<file path="config.mk">
export PLATFORM = sky130hd
export DESIGN_NAME = cas_read_pipe
export DESIGN_NICKNAME = d
export VERILOG_FILES = /design/src/rtl/cas_pkg.sv /design/src/rtl/cas_mode_reg.sv /design/src/rtl/cas_lat_pipe.sv /design/src/rtl/cas_read_pipe.sv
export SDC_FILE = /design/constraint.sdc
export NUM_CORES = 1
export LEC_CHECK = 0
export BUFFER_PORTS_ARGS = -buffer_cell sky130_fd_sc_hd__buf_2
export CAP_MARGIN = 10
export CORE_MARGIN = 3
export CORE_UTILIZATION = 54
export CTS_CLUSTER_DIAMETER = 30
export DETAILED_ROUTE_END_ITERATION = 10
export PLACE_DENSITY = 0.94
export SKIP_CTS_REPAIR_TIMING = 1
export SYNTH_ARGS = -nofsm -noshare
export SYNTH_HDL_FRONTEND = slang
export SYNTH_SLANG_ARGS = --single-unit
export TNS_END_PERCENT = 10
</file>
<file path="constraint.sdc">
create_clock -name clk -period 2.3 [get_ports clk]
set_input_delay 0.23 -clock clk [delete_from_list [all_inputs] [get_ports clk]]
set_output_delay 0.23 -clock clk [all_outputs]
set_load 0.02 [all_outputs]
</file>
<file path="src/rtl/cas_pkg.sv">
package cas_pkg;
  localparam int MODE_W = 12;

  typedef struct packed {
    logic       lat3;       // 1: three-cycle latency, 0: two-cycle
    logic [3:0] blen;       // 1,2,4,8 or 0 for full page
    logic       bfull;
    logic       interleave;
    logic       wr_single;
  } mode_cfg_t;

  localparam mode_cfg_t CFG_RESET = '{lat3: 1'b1, blen: 4'd1, bfull: 1'b0,
                                      interleave: 1'b0, wr_single: 1'b0};

  function automatic logic word_legal(input logic [MODE_W-1:0] w);
    logic lat_ok, op_ok, rsv_ok, bl_ok;
    lat_ok = (w[6:4] == 3'b010) || (w[6:4] == 3'b011);
    op_ok  = (w[8:7] == 2'b00);
    rsv_ok = (w[11:10] == 2'b00);
    bl_ok  = (w[2] == 1'b0) || ((w[2:0] == 3'b111) && !w[3]);
    return lat_ok && op_ok && rsv_ok && bl_ok;
  endfunction

  function automatic mode_cfg_t word_decode(input logic [MODE_W-1:0] w);
    mode_cfg_t c;
    c.lat3       = w[4];
    c.bfull      = (w[2:0] == 3'b111);
    c.blen       = c.bfull ? 4'd0 : (4'd1 << w[1:0]);
    c.interleave = w[3];
    c.wr_single  = w[9];
    return c;
  endfunction
endpackage

</file>
<file path="src/rtl/cas_mode_reg.sv">
module cas_mode_reg
  import cas_pkg::*;
(
  input  logic              clk,
  input  logic              rst_n,
  input  logic              wr,
  input  logic [MODE_W-1:0] word,
  input  logic              banks_idle,
  output mode_cfg_t         cfg,
  output logic              err
);
  logic word_ok;
  logic accept;
  logic reject;

  assign word_ok = word_legal(word);
  assign accept  = wr && word_ok && banks_idle;
  assign reject  = wr && !accept;

  always_ff @(posedge clk) begin
    if (!rst_n) begin
      cfg <= CFG_RESET;
      err <= 1'b0;
    end else begin
      if (accept) cfg <= word_decode(word);
      err <= reject;
    end
  end

  p_keep_on_err_r5: assert property (@(posedge clk) disable iff (!rst_n)
    err |-> $stable(cfg));
  p_busy_reject_r6: assert property (@(posedge clk) disable iff (!rst_n)
    (wr && !banks_idle) |=> err);
  p_lat_code_r2: assert property (@(posedge clk) disable iff (!rst_n)
    (wr && !err && word[6:4] == 3'b010 && banks_idle && word_ok) |=> !cfg.lat3);
endmodule

</file>
<file path="src/rtl/cas_lat_pipe.sv">
module cas_lat_pipe #(
  parameter int TAG_W   = 9,
  parameter int MAX_LAT = 3
) (
  input  logic             clk,
  input  logic             rst_n,
  input  logic             req,
  input  logic [TAG_W-1:0] tag,
  input  logic             lat3,
  output logic             oe,
  output logic             vld,
  output logic [TAG_W-1:0] vtag
);
  localparam int DEPTH = MAX_LAT + 1;
  localparam int IW    = $clog2(DEPTH);

  logic [DEPTH-1:0] v;
  logic [TAG_W-1:0] t [DEPTH];
  logic [IW-1:0]    m_idx;
  logic [IW-1:0]    pre_idx;

  always_ff @(posedge clk) begin
    if (!rst_n) begin
      v <= '0;
      for (int k = 0; k < DEPTH; k++) t[k] <= '0;
    end else begin
      v[0] <= req;
      t[0] <= req ? tag : '0;
      for (int k = 1; k < DEPTH; k++) begin
        v[k] <= v[k-1];
        t[k] <= t[k-1];
      end
    end
  end

  assign m_idx   = lat3 ? IW'(3) : IW'(2);
  assign pre_idx = m_idx - IW'(1);
  assign vld     = v[m_idx];
  assign oe      = v[m_idx] | v[pre_idx];
  assign vtag    = v[m_idx] ? t[m_idx] : '0;

  p_oe_leads_r8: assert property (@(posedge clk) disable iff (!rst_n)
    ($rose(vld) && $stable(lat3)) |-> $past(oe));
  p_ret_lat2_r7: assert property (@(posedge clk) disable iff (!rst_n)
    (vld && !lat3) |-> $past(req, 3));
  p_ret_lat3_r7: assert property (@(posedge clk) disable iff (!rst_n)
    (vld && lat3) |-> $past(req, 4));
  p_tag_order_r9: assert property (@(posedge clk) disable iff (!rst_n)
    (vld && !lat3) |-> (vtag == $past(tag, 3)));
endmodule

</file>
<file path="src/rtl/cas_read_pipe.sv">
module cas_read_pipe
  import cas_pkg::*;
#(
  parameter int TAG_W = 9
) (
  input  logic              clk,
  input  logic              rst_n,
  input  logic              rd_req,
  input  logic [TAG_W-1:0]  rd_tag,
  input  logic              mode_wr,
  input  logic [MODE_W-1:0] mode_word,
  input  logic              banks_idle,
  output logic              out_en,
  output logic              dat_vld,
  output logic [TAG_W-1:0]  dat_tag,
  output logic [1:0]        cas_lat,
  output logic [3:0]        burst_len,
  output logic              burst_full,
  output logic              burst_ilv,
  output logic              wr_single,
  output logic              mode_err
);
  mode_cfg_t cfg;

  cas_mode_reg u_mode (
    .clk        (clk),
    .rst_n      (rst_n),
    .wr         (mode_wr),
    .word       (mode_word),
    .banks_idle (banks_idle),
    .cfg        (cfg),
    .err        (mode_err)
  );

  cas_lat_pipe #(.TAG_W(TAG_W), .MAX_LAT(3)) u_pipe (
    .clk   (clk),
    .rst_n (rst_n),
    .req   (rd_req),
    .tag   (rd_tag),
    .lat3  (cfg.lat3),
    .oe    (out_en),
    .vld   (dat_vld),
    .vtag  (dat_tag)
  );

  assign cas_lat    = cfg.lat3 ? 2'd3 : 2'd2;
  assign burst_len  = cfg.blen;
  assign burst_full = cfg.bfull;
  assign burst_ilv  = cfg.interleave;
  assign wr_single  = cfg.wr_single;

  p_full_len_r3: assert property (@(posedge clk) disable iff (!rst_n)
    burst_full |-> (burst_len == 4'd0 && !burst_ilv));
endmodule

</file>
# == Word-level counts from Yosys, hierarchy flattened ==
# Memories as Yosys holds them, arrays and structs flattened.
# Index checks and enable logic that the tools add are counted.
# totals
register_bits,13
ram_bits,36
inputBits,26
output_inout_bits,21
word_cells,48
n_memories,1
# classes
addsub,1
n_lt_le_gt_ge,2
n_eq_ne,3
shift,1
n_mux,14
bitwise,6
n_reduce_logical,13
# memory_table
memory,words,width,read_ports,rd_ports_with_merged_regs,wr,line_no,text
u_pipe.t,4,9,4,0,4,cas_lat_pipe.sv:18,logic [TAG_W-1:0] t [DEPTH];
# op_table
op,n
$mux 9,6
$logic_and 1x1->1,7
$eq 3x2->1 const B,2
$lt 2x3->1 const B,2
$mux 1,5
$or 1x1->1,5
$bmux 1 s2,2
$logic_not 2->1,2
$mux 4,1
$shl 1x2->4 const A,1
$eq 3x3->1 const B,1
$logic_not 1->1,2
$logic_or 1x1->1,2
$sub 2x1->2 const B,1
$not 1->1,1

# == Longest topological paths before layout ==
# depth
depth_word,9
mapped_depth,4
ltp_nobuf,3

# == Modules after synthesis ==
# A second synthesis with hierarchy kept.
# hier_totals
cells_unflattened,143
hier_area_um2,1630.3
# by_module_without_submodules
mod,instances,cells_per_inst,area_each_um2,seq_area_each_um2
cas_lat_pipe,1,100,1196.1,800.8
cas_mode_reg,1,41,422.9,180.2
cas_read_pipe,1,2,11.3,0.0

# == Worst setup path before layout ==
# OpenSTA, ideal clock, no wires.
# synth_timing
kind,reg2out
start,register u_mode.cfg[7] (netlist name)
end,output port dat_tag[0]
arrival_ps,1065
required_time_ps,2070
path_slack_ps,1005
path_stages_with_launch,5
n_path_buf,1
path_cell_list,dfxtp_1 > buf_4 > inv_1 > a21oi_2 > nor2_1
# synth_via
elab_chain_cells,4
word_cells_on_any_way,5
classes_between,mux (4); memory (1)
# synth_rtl
item,line_no,text
$mux 1 (*),cas_lat_pipe.sv:36,assign m_idx = lat3 ? IW'(3) : IW'(2);
$bmux 1 s2,cas_lat_pipe.sv:40,assign vtag = v[m_idx] ? t[m_idx] : '0;
$mux 1 (implied by the code),cas_lat_pipe.sv:40,
$mux 9 (*),cas_lat_pipe.sv:40,
"end, declared",cas_read_pipe.sv:15,"output logic [TAG_W-1:0] dat_tag,"
# Every way passes the cells marked *; elsewhere a longest branch is shown, timed or not. The select of a mux whose other input is x is not followed.

# == Worst setup path after layout ==
# layout_timing
start,register u_mode.cfg[7] (netlist name)
end,output port dat_tag[4]
# layout_via
elab_chain_cells,4
word_cells_on_any_way,5
classes_between,mux (4); memory (1)
# layout_rtl
item,line_no
$mux 1 (*),cas_lat_pipe.sv:36
$bmux 1 s2,cas_lat_pipe.sv:40
$mux 1 (implied by the code),cas_lat_pipe.sv:40
$mux 9 (*),cas_lat_pipe.sv:40
# Marked as above.

==> impl_metrics.ini <==
[yosys]
yosysSeqAreaShare_pct = 58.68
ys_seq_elements = 49
synth_top_cell_by_area = dfxtp_1
synth_warnings = 0
synthesis.nets = 178
netlist_area_um2 = 1672
synth.distinct_cells = 27
postSynthCellCount = 152
syn_area_per_cell_um2 = 11.00
synth_top_area_share_pct = 58.68
yosys-top-cells-area = dfxtp_1 59%, and2_1 12%, mux2i_1 7.2%

[global_routing]
grt_pass1_vias = 999
grt_max_degree = 42
grt.total_usage_pct = 15.02
grt_first_pass_wirelength_mm = 4.133
grt.met3_usage_pct = 5.241
grt.busiest_layer = met2
overflow = 0
grt_use_met1_pct = 16.34
antenna_found_initial = 0
use_met2_pct = 25.56

[setup_path]
critPathMaxStageDelay_ns = 0.68
path_cells = inv_1 > a21oi_2 > nor2_1 > buf_2
critPathLaunch = u_mode.cfg[7]
crit_buf_inv = 2
setup.worst_path.start_class = flop
reg2reg_depth = 2
cp-end-kind = output port
cp_slowest_cell = dfxtp_1
worstSetupPathType = flop to output port
critPathMaxFanout = 12
cp.depth = 4
cp_top_family = flip-flops
required_ns = 2.07
r2r-start = u_mode.cfg[7]
critical_path_arrival_ns = 1.86

[detailed_routing]
route.detailed.drc = 0
drt-wirelength-per-cell_um = 11.58
drt_iter0_markers = 16
wl_mm = 2.629
antenna_left = 0
vias = 1102
dr.pass1.iters = 3
via_per_inst = 4.855

[timing]
layout_min_cycle_time_ns = 2.093
finClkSkew_ns = 0.003209
final.setup.tns_ns = 0
finalHoldViolations = 0
maxSlewHeadroom_pct = 64.16
rsz0062_at_grt = false
fin_crit_sh_pct = 91.00
tightest_slew_ns = 0.5368
slew_violations = 0
setup_viol = 0
fmax_ghz = 0.4778

[finish]
drive_gt1_share_pct = 30.10
nets = 221
fin_cells = 227
multi_input_area_um2 = 621.8
diodes = 0
nFillCells = 200
syn2layout_area_growth_pct = 18.11
regArea_um2 = 980.9

[power]
ir_drop_mv = 0.4285
leakagePower_nw = 1.015
power_density_nw_per_um2 = 732.5
total_power_mw = 1.446

[floorplanning]
initial_core_util_pct = 58.60
die_area_um2 = 3799
die_h_um = 61.64
pin_count = 47
core_um2 = 2853
num_rows = 19
chipWidth_um = 61.64

[clocking]
cts_root_buf = clkbuf_4
htreeDepth = 2
cts_buffer_depth = 2
path_clk_slew_ns = 0.13
cts.sinks = 49
cts_tree = yes
clk_latency_ns = 0.35
cts_buffers = 5

[job]
cap_viol_max_count = 0

[placed_design]
gp_congestion = 0.6775
portBuffers = 45
hpwl_mm = 1.979
dpl.cell_count = 219

[run_status]
status = finished clean

[min_path]
min_path_type = input port to flop
hold-path-cell-count = 2
hp-start = rd_tag[2]
-- cell usage after synthesis --
cell type  number
o211a_1         2
o21ai_0         1
o211ai_1        1
mux2_4          1
mux2i_1        12
conb_1          1
o22ai_1         2
clkbuf_1        5
nor4b_4         1
a211o_1         1
o211ai_2        1
nand2b_1        1
inv_1           3
and3_1         10
buf_4           3
nand3_1         2
and4bb_2        1
and2_1         32
dfxtp_1        49
and3b_1         1
a21oi_2         1
nand2_1         7
nor2_1          9
buf_2           1
nand3b_1        2
o2111ai_1       1
buf_6           1
-- registers in the layout (all words and copies together), names as in the netlist --
signal      flops
u_mode.err      1
u_pipe.t       36
u_mode.cfg      8
u_pipe.v        4
-- kinds of logic after synthesis --
group	share of synthesized area (%)
and+or+nand+nor	23.88
DFF	58.68
muxes	8.084
buffers and inverters	4.116
AOI/OAI and AO/OA	5.015
other	0.2243
-- cell type report --
type | count | area share (%)
Clock buffer | 6 | 2.598
Clock inverter | 2 | 1.901
Inverter | 3 | 0.5703
Multi-Input combinational cell | 90 | 31.50
Sequential cell | 49 | 49.68
Tap cell | 31 | 1.965
Timing Repair Buffer | 46 | 11.79
-- power by group --
group | total (mW) | internal [mW] | switching, mW
Sequential | 0.872 | 0.867 | 0.00498
Combinational | 0.0663 | 0.0328 | 0.0335
Clock | 0.508 | 0.258 | 0.250
Total | 1.45 | 1.16 | 0.288
-- cells in the final DEF (no fill, tap or decap) --
master      netlist  final
nand2_1           7      7
o211ai_2          1      1
o2111ai_1         1      1
buf_4             3      1
conb_1            1      1
and3b_1           1      1
mux2i_1          12     12
bufinv_16         0      1
nand3_1           2      2
inv_1             3      3
dfxtp_1          49     49
clkbuf_4          0      5
buf_2             1     45
clkinvlp_4        0      1
nand2b_1          1      1
and4bb_2          1      1
nand3b_1          2      2
o211a_1           2      2
a211o_1           1      1
o22ai_1           2      2
nor4b_4           1      1
a21oi_2           1      1
o211ai_1          1      1
clkbuf_8          0      1
nor2_1            9      9
mux2_4            1      1
and3_1           10     10
o21ai_0           1      1
and2_1           32     32
-- metal layers --
layer / wire length [um] / up-vias
li1: - / 579
met1: 1078 / 488
met2: 1363 / 30
met3: 134 / 5
met4: 53 / 0
met5: 0 / -
-- final timing paths --
check                        end  slack [ns]
setup / recovery      dat_tag[4]        0.21
hold / removal    u_pipe.t[0][2]        0.11
setup reg to reg   u_mode.cfg[7]        1.15
hold reg to reg   u_pipe.t[2][3]        0.44
-- stage by stage --
step | util [%] | hold slack, ns | instance area [um2] | setup WS (ns)
global route | 69.21 | 0.08504 | 1974 | 0.05727
finish | 69.21 | 0.1066 | 1974 | 0.2069
global placement | 66.10 | 0.4154 | 1886 | 0.6646
floorplan | - | 0.3517 | 1672 | 1.005
detailed placement | 66.10 | 0.4177 | 1886 | 0.5738
CTS | 69.21 | 0.1025 | 1974 | 0.1726
Power figures use the tool's default switching activity.
